**src/rtl/serial_rx_oversamp.sv**
```systemverilog
module serial_rx_oversamp #(
  parameter int DW = 8,
  parameter int CW = 6
) (
  input  logic          clk,
  input  logic          rst_n,
  input  logic          rx_line,
  input  logic          tick,
  input  logic          rx_en,
  input  logic [1:0]    rate_sel,
  input  logic [1:0]    len_sel,
  input  logic          par_en,
  input  logic          par_even,
  input  logic          err_clr,
  input  logic          rd_pulse,
  output logic [DW-1:0] rx_data,
  output logic          rx_ready,
  output logic          err_parity,
  output logic          err_frame,
  output logic          err_overrun
);
  localparam int IW = $clog2(DW);
  localparam int LW = IW + 1;

  typedef enum logic [2:0] {S_IDLE, S_START, S_DATA, S_PAR, S_STOP} st_t;

  st_t          st;
  logic [CW-1:0] cnt;
  logic [IW-1:0] idx;
  logic [DW-1:0] sh;
  logic          prev_hi;
  logic          par_acc;
  logic [CW:0]   div;

  always_comb begin
    case (rate_sel)
      2'd0:    div = (CW+1)'(1);
      2'd1:    div = (CW+1)'(16);
      default: div = (CW+1)'(64);
    endcase
  end

  wire [CW:0]   half_m1 = (div >> 1) - (CW+1)'(1);
  wire          at_half = ({1'b0, cnt} == half_m1);
  wire          at_full = ({1'b0, cnt} == div - (CW+1)'(1));
  wire [LW-1:0] nbits   = LW'(DW - 3) + LW'(len_sel);
  wire          last_db = ({1'b0, idx} == nbits - LW'(1));
  wire          deliver = rx_en && tick && (st == S_STOP) && at_full;
  wire          perr    = par_en && (par_acc == par_even);
  wire          ferr    = !rx_line;

  always_ff @(posedge clk or negedge rst_n) begin
    if (!rst_n) begin
      st      <= S_IDLE;
      cnt     <= '0;
      idx     <= '0;
      sh      <= '0;
      prev_hi <= 1'b0;
      par_acc <= 1'b0;
    end else if (!rx_en) begin
      st      <= S_IDLE;
      cnt     <= '0;
      prev_hi <= 1'b0;
    end else if (tick) begin
      case (st)
        S_IDLE: begin
          prev_hi <= rx_line;
          cnt     <= '0;
          idx     <= '0;
          sh      <= '0;
          par_acc <= 1'b0;
          if (prev_hi && !rx_line)
            st <= (div == (CW+1)'(1)) ? S_DATA : S_START;
        end
        S_START: begin
          if (at_half) begin
            cnt <= '0;
            if (rx_line) begin
              st      <= S_IDLE;
              prev_hi <= 1'b1;
            end else begin
              st <= S_DATA;
            end
          end else begin
            cnt <= cnt + CW'(1);
          end
        end
        S_DATA: begin
          if (at_full) begin
            cnt     <= '0;
            sh[idx] <= rx_line;
            par_acc <= par_acc ^ rx_line;
            if (last_db) begin
              idx <= '0;
              st  <= par_en ? S_PAR : S_STOP;
            end else begin
              idx <= idx + IW'(1);
            end
          end else begin
            cnt <= cnt + CW'(1);
          end
        end
        S_PAR: begin
          if (at_full) begin
            cnt     <= '0;
            par_acc <= par_acc ^ rx_line;
            st      <= S_STOP;
          end else begin
            cnt <= cnt + CW'(1);
          end
        end
        S_STOP: begin
          if (at_full) begin
            cnt     <= '0;
            st      <= S_IDLE;
            prev_hi <= rx_line;
          end else begin
            cnt <= cnt + CW'(1);
          end
        end
        default: st <= S_IDLE;
      endcase
    end
  end

  always_ff @(posedge clk or negedge rst_n) begin
    if (!rst_n) begin
      rx_data     <= '0;
      rx_ready    <= 1'b0;
      err_parity  <= 1'b0;
      err_frame   <= 1'b0;
      err_overrun <= 1'b0;
    end else begin
      if (deliver) begin
        rx_data  <= sh;
        rx_ready <= 1'b1;
      end else if (rd_pulse) begin
        rx_ready <= 1'b0;
      end
      err_parity  <= (err_parity  && !err_clr) || (deliver && perr);
      err_frame   <= (err_frame   && !err_clr) || (deliver && ferr);
      err_overrun <= (err_overrun && !err_clr) || (deliver && rx_ready && !rd_pulse);
    end
  end

  p_ready_clr_r5: assert property (@(posedge clk) disable iff (!rst_n)
    (rx_ready && rd_pulse && !deliver) |=> !rx_ready);

  p_ovr_set_r8: assert property (@(posedge clk) disable iff (!rst_n)
    (deliver && rx_ready && !rd_pulse) |=> err_overrun);

  p_frame_keep_r7: assert property (@(posedge clk) disable iff (!rst_n)
    (err_frame && !err_clr) |=> err_frame);

  p_flag_clr_r9: assert property (@(posedge clk) disable iff (!rst_n)
    (err_clr && !deliver) |=> (!err_parity && !err_frame && !err_overrun));

  p_idle_off_r10: assert property (@(posedge clk) disable iff (!rst_n)
    !rx_en |=> (st == S_IDLE));

  p_upper_zero_r4: assert property (@(posedge clk) disable iff (!rst_n)
    deliver |=> ((rx_data >> $past(nbits)) == '0));

  p_no_par_r6: assert property (@(posedge clk) disable iff (!rst_n)
    (!par_en && !err_parity) |=> !err_parity);
endmodule

```
**config.mk**
```make
export PLATFORM = sky130hd
export DESIGN_NAME = serial_rx_oversamp
export DESIGN_NICKNAME = d
export VERILOG_FILES = /design/src/rtl/serial_rx_oversamp.sv
export SDC_FILE = /design/constraint.sdc
export NUM_CORES = 1
export LEC_CHECK = 0
export BUFFER_PORTS_ARGS = -buffer_cell sky130_fd_sc_hd__buf_2
export CAP_MARGIN = 20
export CORE_ASPECT_RATIO = 1.25
export CORE_MARGIN = 2
export CORE_UTILIZATION = 47
export CTS_BUF_LIST = sky130_fd_sc_hd__clkbuf_2
export DETAILED_ROUTE_END_ITERATION = 7
export GPL_TIMING_DRIVEN = 0
export HOLD_SLACK_MARGIN = 0.06
export PLACE_DENSITY = 0.7
export SKIP_CTS_REPAIR_TIMING = 1
export SLEW_MARGIN = 15
export SYNTH_ARGS = -nofsm -noshare
export SYNTH_HDL_FRONTEND = slang
export SYNTH_SLANG_ARGS = --single-unit
```
**constraint.sdc**
```tcl
create_clock -name clk -period 2.15 [get_ports clk]
set_input_delay 0.215 -clock clk [delete_from_list [all_inputs] [get_ports clk]]
set_output_delay 0.215 -clock clk [all_outputs]
set_load 0.03 [all_outputs]
```
======== Yosys cells after proc, flatten, opt, wreduce, memory -nomap -nowiden ========
Cells that the tools add are included.
word-level totals
  word-level logic and storage cells ...... 109
  bits of input ports ..................... 13
  bits in registers ....................... 34
operators by class
  bitwise operators ....................... 1
  order comparisons ....................... 2
  $add $sub $neg .......................... 6
  reduce and logical (&&, ||, !) cells .... 31
  muxes and demuxes ....................... 36
  equal/unequal tests ..................... 22
operators by type and width
  kind                 number
  $mux 3               11
  $mux 6               4
  $ne 3x3->1 const B   7
  $pmux 6 s3           1
  $pmux 8 s2           1
  $pmux 3 s5           1
  $eq 6x7->1           2
  $pmux 7 s2           1
  $logic_and 1x1->1    13
  $mux 1               9
  $bwmux 8             1
  $mux 8               1
  $reduce_and 4->1     2
  $eq 7x1->1 const B   1
  $reduce_and 7->1     1
  $sub 6x1->7 const B  1
  $sub 7x1->7 const B  1
  $add 6x1->6 const B  1
  $eq 3x2->1 const B   2
  $pmux 3 s2           1
  $reduce_bool 2->1    3
  $reduce_and 5->1     1
  $add 3x2->4 const A  1
  $eq 3x4->1           1
  24 further kinds     30

======== Logic depth before layout (Yosys ltp) ========
  depth after elaboration ................. 8
  gate-level depth with buffers ........... 7
  mapped depth without buffers ............ 6

======== Worst setup path before layout ========
Ideal clock, no wire load.
  kind .................................... register to register
  start ................................... reg cnt[3]
  end ..................................... reg rx_data[0]
  arrival ................................. 1,950 ps
  buffers on the path ..................... 2
  path slack .............................. 75 ps
  setup time .............................. 125 ps
  stages on the path, launching flop included .. 8
  path through ............................ dfrtp_1 buf_6 or4_4 o22ai_2 and2_4 nand4_4 buf_6 mux2_4
between the ends
  word-level cells in the longest chain between the ends .. 2
RTL lines
  what                    RTL line  text
  start, declared         28        logic [CW-1:0] cnt;
  start signal, assigned  85        cnt <= cnt + CW'(1);
  start signal, assigned  100       cnt <= cnt + CW'(1);
  start signal, assigned  109       cnt <= cnt + CW'(1);
  $eq 6x7->1              45        wire at_full = ({1'b0, cnt} == div - (CW+1)'(1));
  $logic_and 1x1->1       48        wire deliver = rx_en && tick && (st == S_STOP) && at_full;
  end signal, assigned    135       rx_data <= sh;
  end, declared           16        output logic [DW-1:0] rx_data,
Every way passes these cells.
A chain may end at the register's enable or synchronous reset.

======== Worst setup path in the final report ========
  start ................................... reg cnt[2]
  end ..................................... reg rx_data[0]
Same word-level chain as after synthesis.

==> impl_metrics.tcl <==
set metrics [dict create \
    die_w_um 61.8 \
    slew_viol_final 0 \
    power_density_nw_per_um2 559 \
    cp_top_family "simple AND/OR/NAND/NOR gates" \
    vdd_drop_max_mv 0.329 \
    ys_seq_elements 34 \
    overflow 0 \
    p_seq_share_pct 48.5 \
    gp_congestion 0.809 \
    syn2layout_area_growth_pct 22.4 \
    synth_sequential_area_ratio_pct 43.4 \
    grt_max_degree 35 \
    grt_util_all_layers_pct 20.2 \
    startpoint_type "flip-flop" \
    route.detailed.drc 0 \
    yosysTopAreaCellShare_pct 43.4 \
    fin_crit_sh_pct 103 \
    clkLatencyLatePin_ns 0.41 \
    nets 265 \
    synth_nets 224 \
    wire_per_inst_um 14.1 \
    numCtsBuffers 5 \
    row_count 26 \
    port_buffers 24 \
    required_ns 2.48 \
    setup_slack_ns -0.0665 \
    die_area_um2 4710 \
    final_cell_mix "dfrtp_1 (33), nand2_1 (30), buf_2 (27), o21ai_0 (25), inv_1 (14)" \
    crit_type "flip-flop to flip-flop" \
    first_pass_iters 4 \
    postSynthCellCount 209 \
    critPathBufInv 2 \
    setup_viol 6 \
    synth_top_area_cell "dfrtp_1" \
    status "finished with violations" \
    vias 1706 \
    drtIter0Drc 91 \
    power_switching_mw 0.331 \
    p_comb_share_pct 10.5 \
    arrival_ns 2.54 \
    rsz0062_at_grt "yes" \
    period_needed_ns 2.22 \
    grt_pass1_wl_um 7280 \
    cts.clk_slew.worst_paths_ns 0.19 \
    yosys-top-cells-area "dfrtp_1 (43%), o21ai_0 (6.4%), nand2_1 (5.7%)" \
    worst_pin_slew_ns 0.746 \
    fin_setup_tns_ns -0.313 \
    p_sw_share_pct 24.7 \
    pre_cts_ws_ns -0.0815 \
    dp_hpwl_um 3110 \
    wirelength_um 4340 \
    maxCapViolations 0 \
    timing.final.hold_violations 0 \
    cp_slowest_cell "or4_4" \
    p_clk_share_pct 41.0 \
    ys_warn_count 0 \
    timing.hold.ws_ns 0.0836 \
    ios 25 \
    cts_num_sinks 34 \
    p_int_mw 1.01 \
    start_util_pct 48.6 \
    clockBufferDepth 2 \
    antenna_found_initial 0 \
    max_stage_delay_ns 0.55 \
    grt_pass1_vias 1633 \
    core_um2 4030 \
    avgSynthCellArea_um2 9.39 \
    drive_above_1_share_pct 27.9 \
    detail-route-antenna-nets 0 \
    cp-end-kind "flip-flop" \
    path_cells "or4_4 -> o22ai_4 -> and2_4 -> nand4_4 -> buf_8 -> buf_12 -> mux2_4" \
    violations "setup timing" \
    leakage_nw 1.12 \
    worst-path-max-fanout 5 \
    die_y_um 76.2 \
    cts_max_level 2 \
    synth.distinct_cells 46 \
    synth_area_um2 1960 \
    fmax_ghz 0.451 \
    hold_class "primary input to flip-flop" \
    root_buffer "clkbuf_2" \
    diodes 0 \
    vias_per_cell 5.56 \
    slew_headroom_pct 49.9 \
    skew_ns 0.0198 \
    layout.cells.most_common "dfrtp_1" \
    cts_tree "done" \
]
-- cell families after synthesis --
kind of cell	Yosys count	share of synthesized area (%)
AOI/OAI and AO/OA	64	21.0
xor gates and xnor gates	3	1.34
adders and majority gates	2	1.28
buffers and inverters	25	5.74
DFF	34	43.4
muxes	13	8.29
and+or+nand+nor	68	18.9
-- layout make-up --
type	instances	area, µm²
Fill cell	360	1630
Clock buffer	5	25.0
Buffer	11	65.1
Tap cell	56	70.1
Multi-Input combinational cell	150	1050
Clock inverter	3	68.8
Inverter	14	52.6
Timing Repair Buffer	34	220
Sequential cell	34	852
-- final timing paths --
kind	slack (ns)	cells past startpoint	startpoint	to
worst max register to register	-0.07	7	cnt[2]	rx_data[0]
min in group asynchronous	0.37	2	rst_n	st[2]
worst min register to register	0.52	1	sh[5]	rx_data[5]
max in group asynchronous	1.28	2	rst_n	cnt[2]
worst max-delay path	-0.07	7	cnt[2]	rx_data[0]
worst min-delay path	0.08	3	rd_pulse	rx_ready
-- metal layers --
metal	vias to the layer above	part of all wire (%)	wire [µm]	track usage [%]
met5	-	0	0	0
met4	0	2.0	89	7.87
met3	11	4.5	196	5.09
met2	41	51	2200	32.0
met1	805	43	1860	25.7
li1	849	-	-	-
-- synthesized netlist by cell type (all sizes together) --
library cell / count
a22oi: 1
xnor2: 1
a211oi: 1
clkbuf: 6
ha: 2
nor3b: 1
xor2: 2
inv: 14
a21o: 1
mux2i: 5
and2: 2
nor2: 3
a21oi: 3
nor3: 7
or3: 2
o311ai: 1
and3: 1
nand2: 30
or2: 1
o31ai: 10
buf: 5
nand4: 1
nand2b: 4
and4: 1
a31oi: 6
mux2: 8
o211ai: 5
nor2b: 1
o22ai: 4
or4b: 1
o21ai: 26
nand3: 8
a21boi: 1
or4: 1
dfrtp: 34
nor4b: 1
o2111ai: 2
a22o: 2
nor4: 3
o21bai: 1
-- worst register-to-register path: stages, from the launching register on --
cell	delay (ns)
dfrtp_2	0.47
or4_4	0.55
o22ai_4	0.24
and2_4	0.20
nand4_4	0.11
buf_8	0.16
buf_12	0.12
mux2_4	0.29
-- power by group through the flow --
stage,combinational (mW),clock (mW),sequential [mW]
finish,0.141,0.550,0.651
global route,0.158,0.598,0.653
CTS,0.129,0.559,0.651
detailed placement,0.128,0,0.662
global placement,0.127,0,0.662
floorplan,0.0798,0,0.661
-- stage by stage --
step	std cells	total power, mW	util [%]	cell area (µm²)
6_report	307	1.34	59.5	2400
3_5_place_dp	289	0.791	53.3	2150
3_3_place_gp	289	0.789	53.3	2150
4_1_cts	297	1.34	55.7	2250
5_1_grt	307	1.41	59.5	2400
2_1_floorplan	209	0.741	-	1960
-- state kept, by name, indices dropped and copies added, names as in the netlist --
name	flops
st	3
err_frame	1
cnt	6
prev_hi	1
rx_ready	1
idx	3
err_overrun	1
par_acc	1
sh	8
rx_data	8
err_parity	1
No activity file was read; power rests on OpenSTA's default activity.
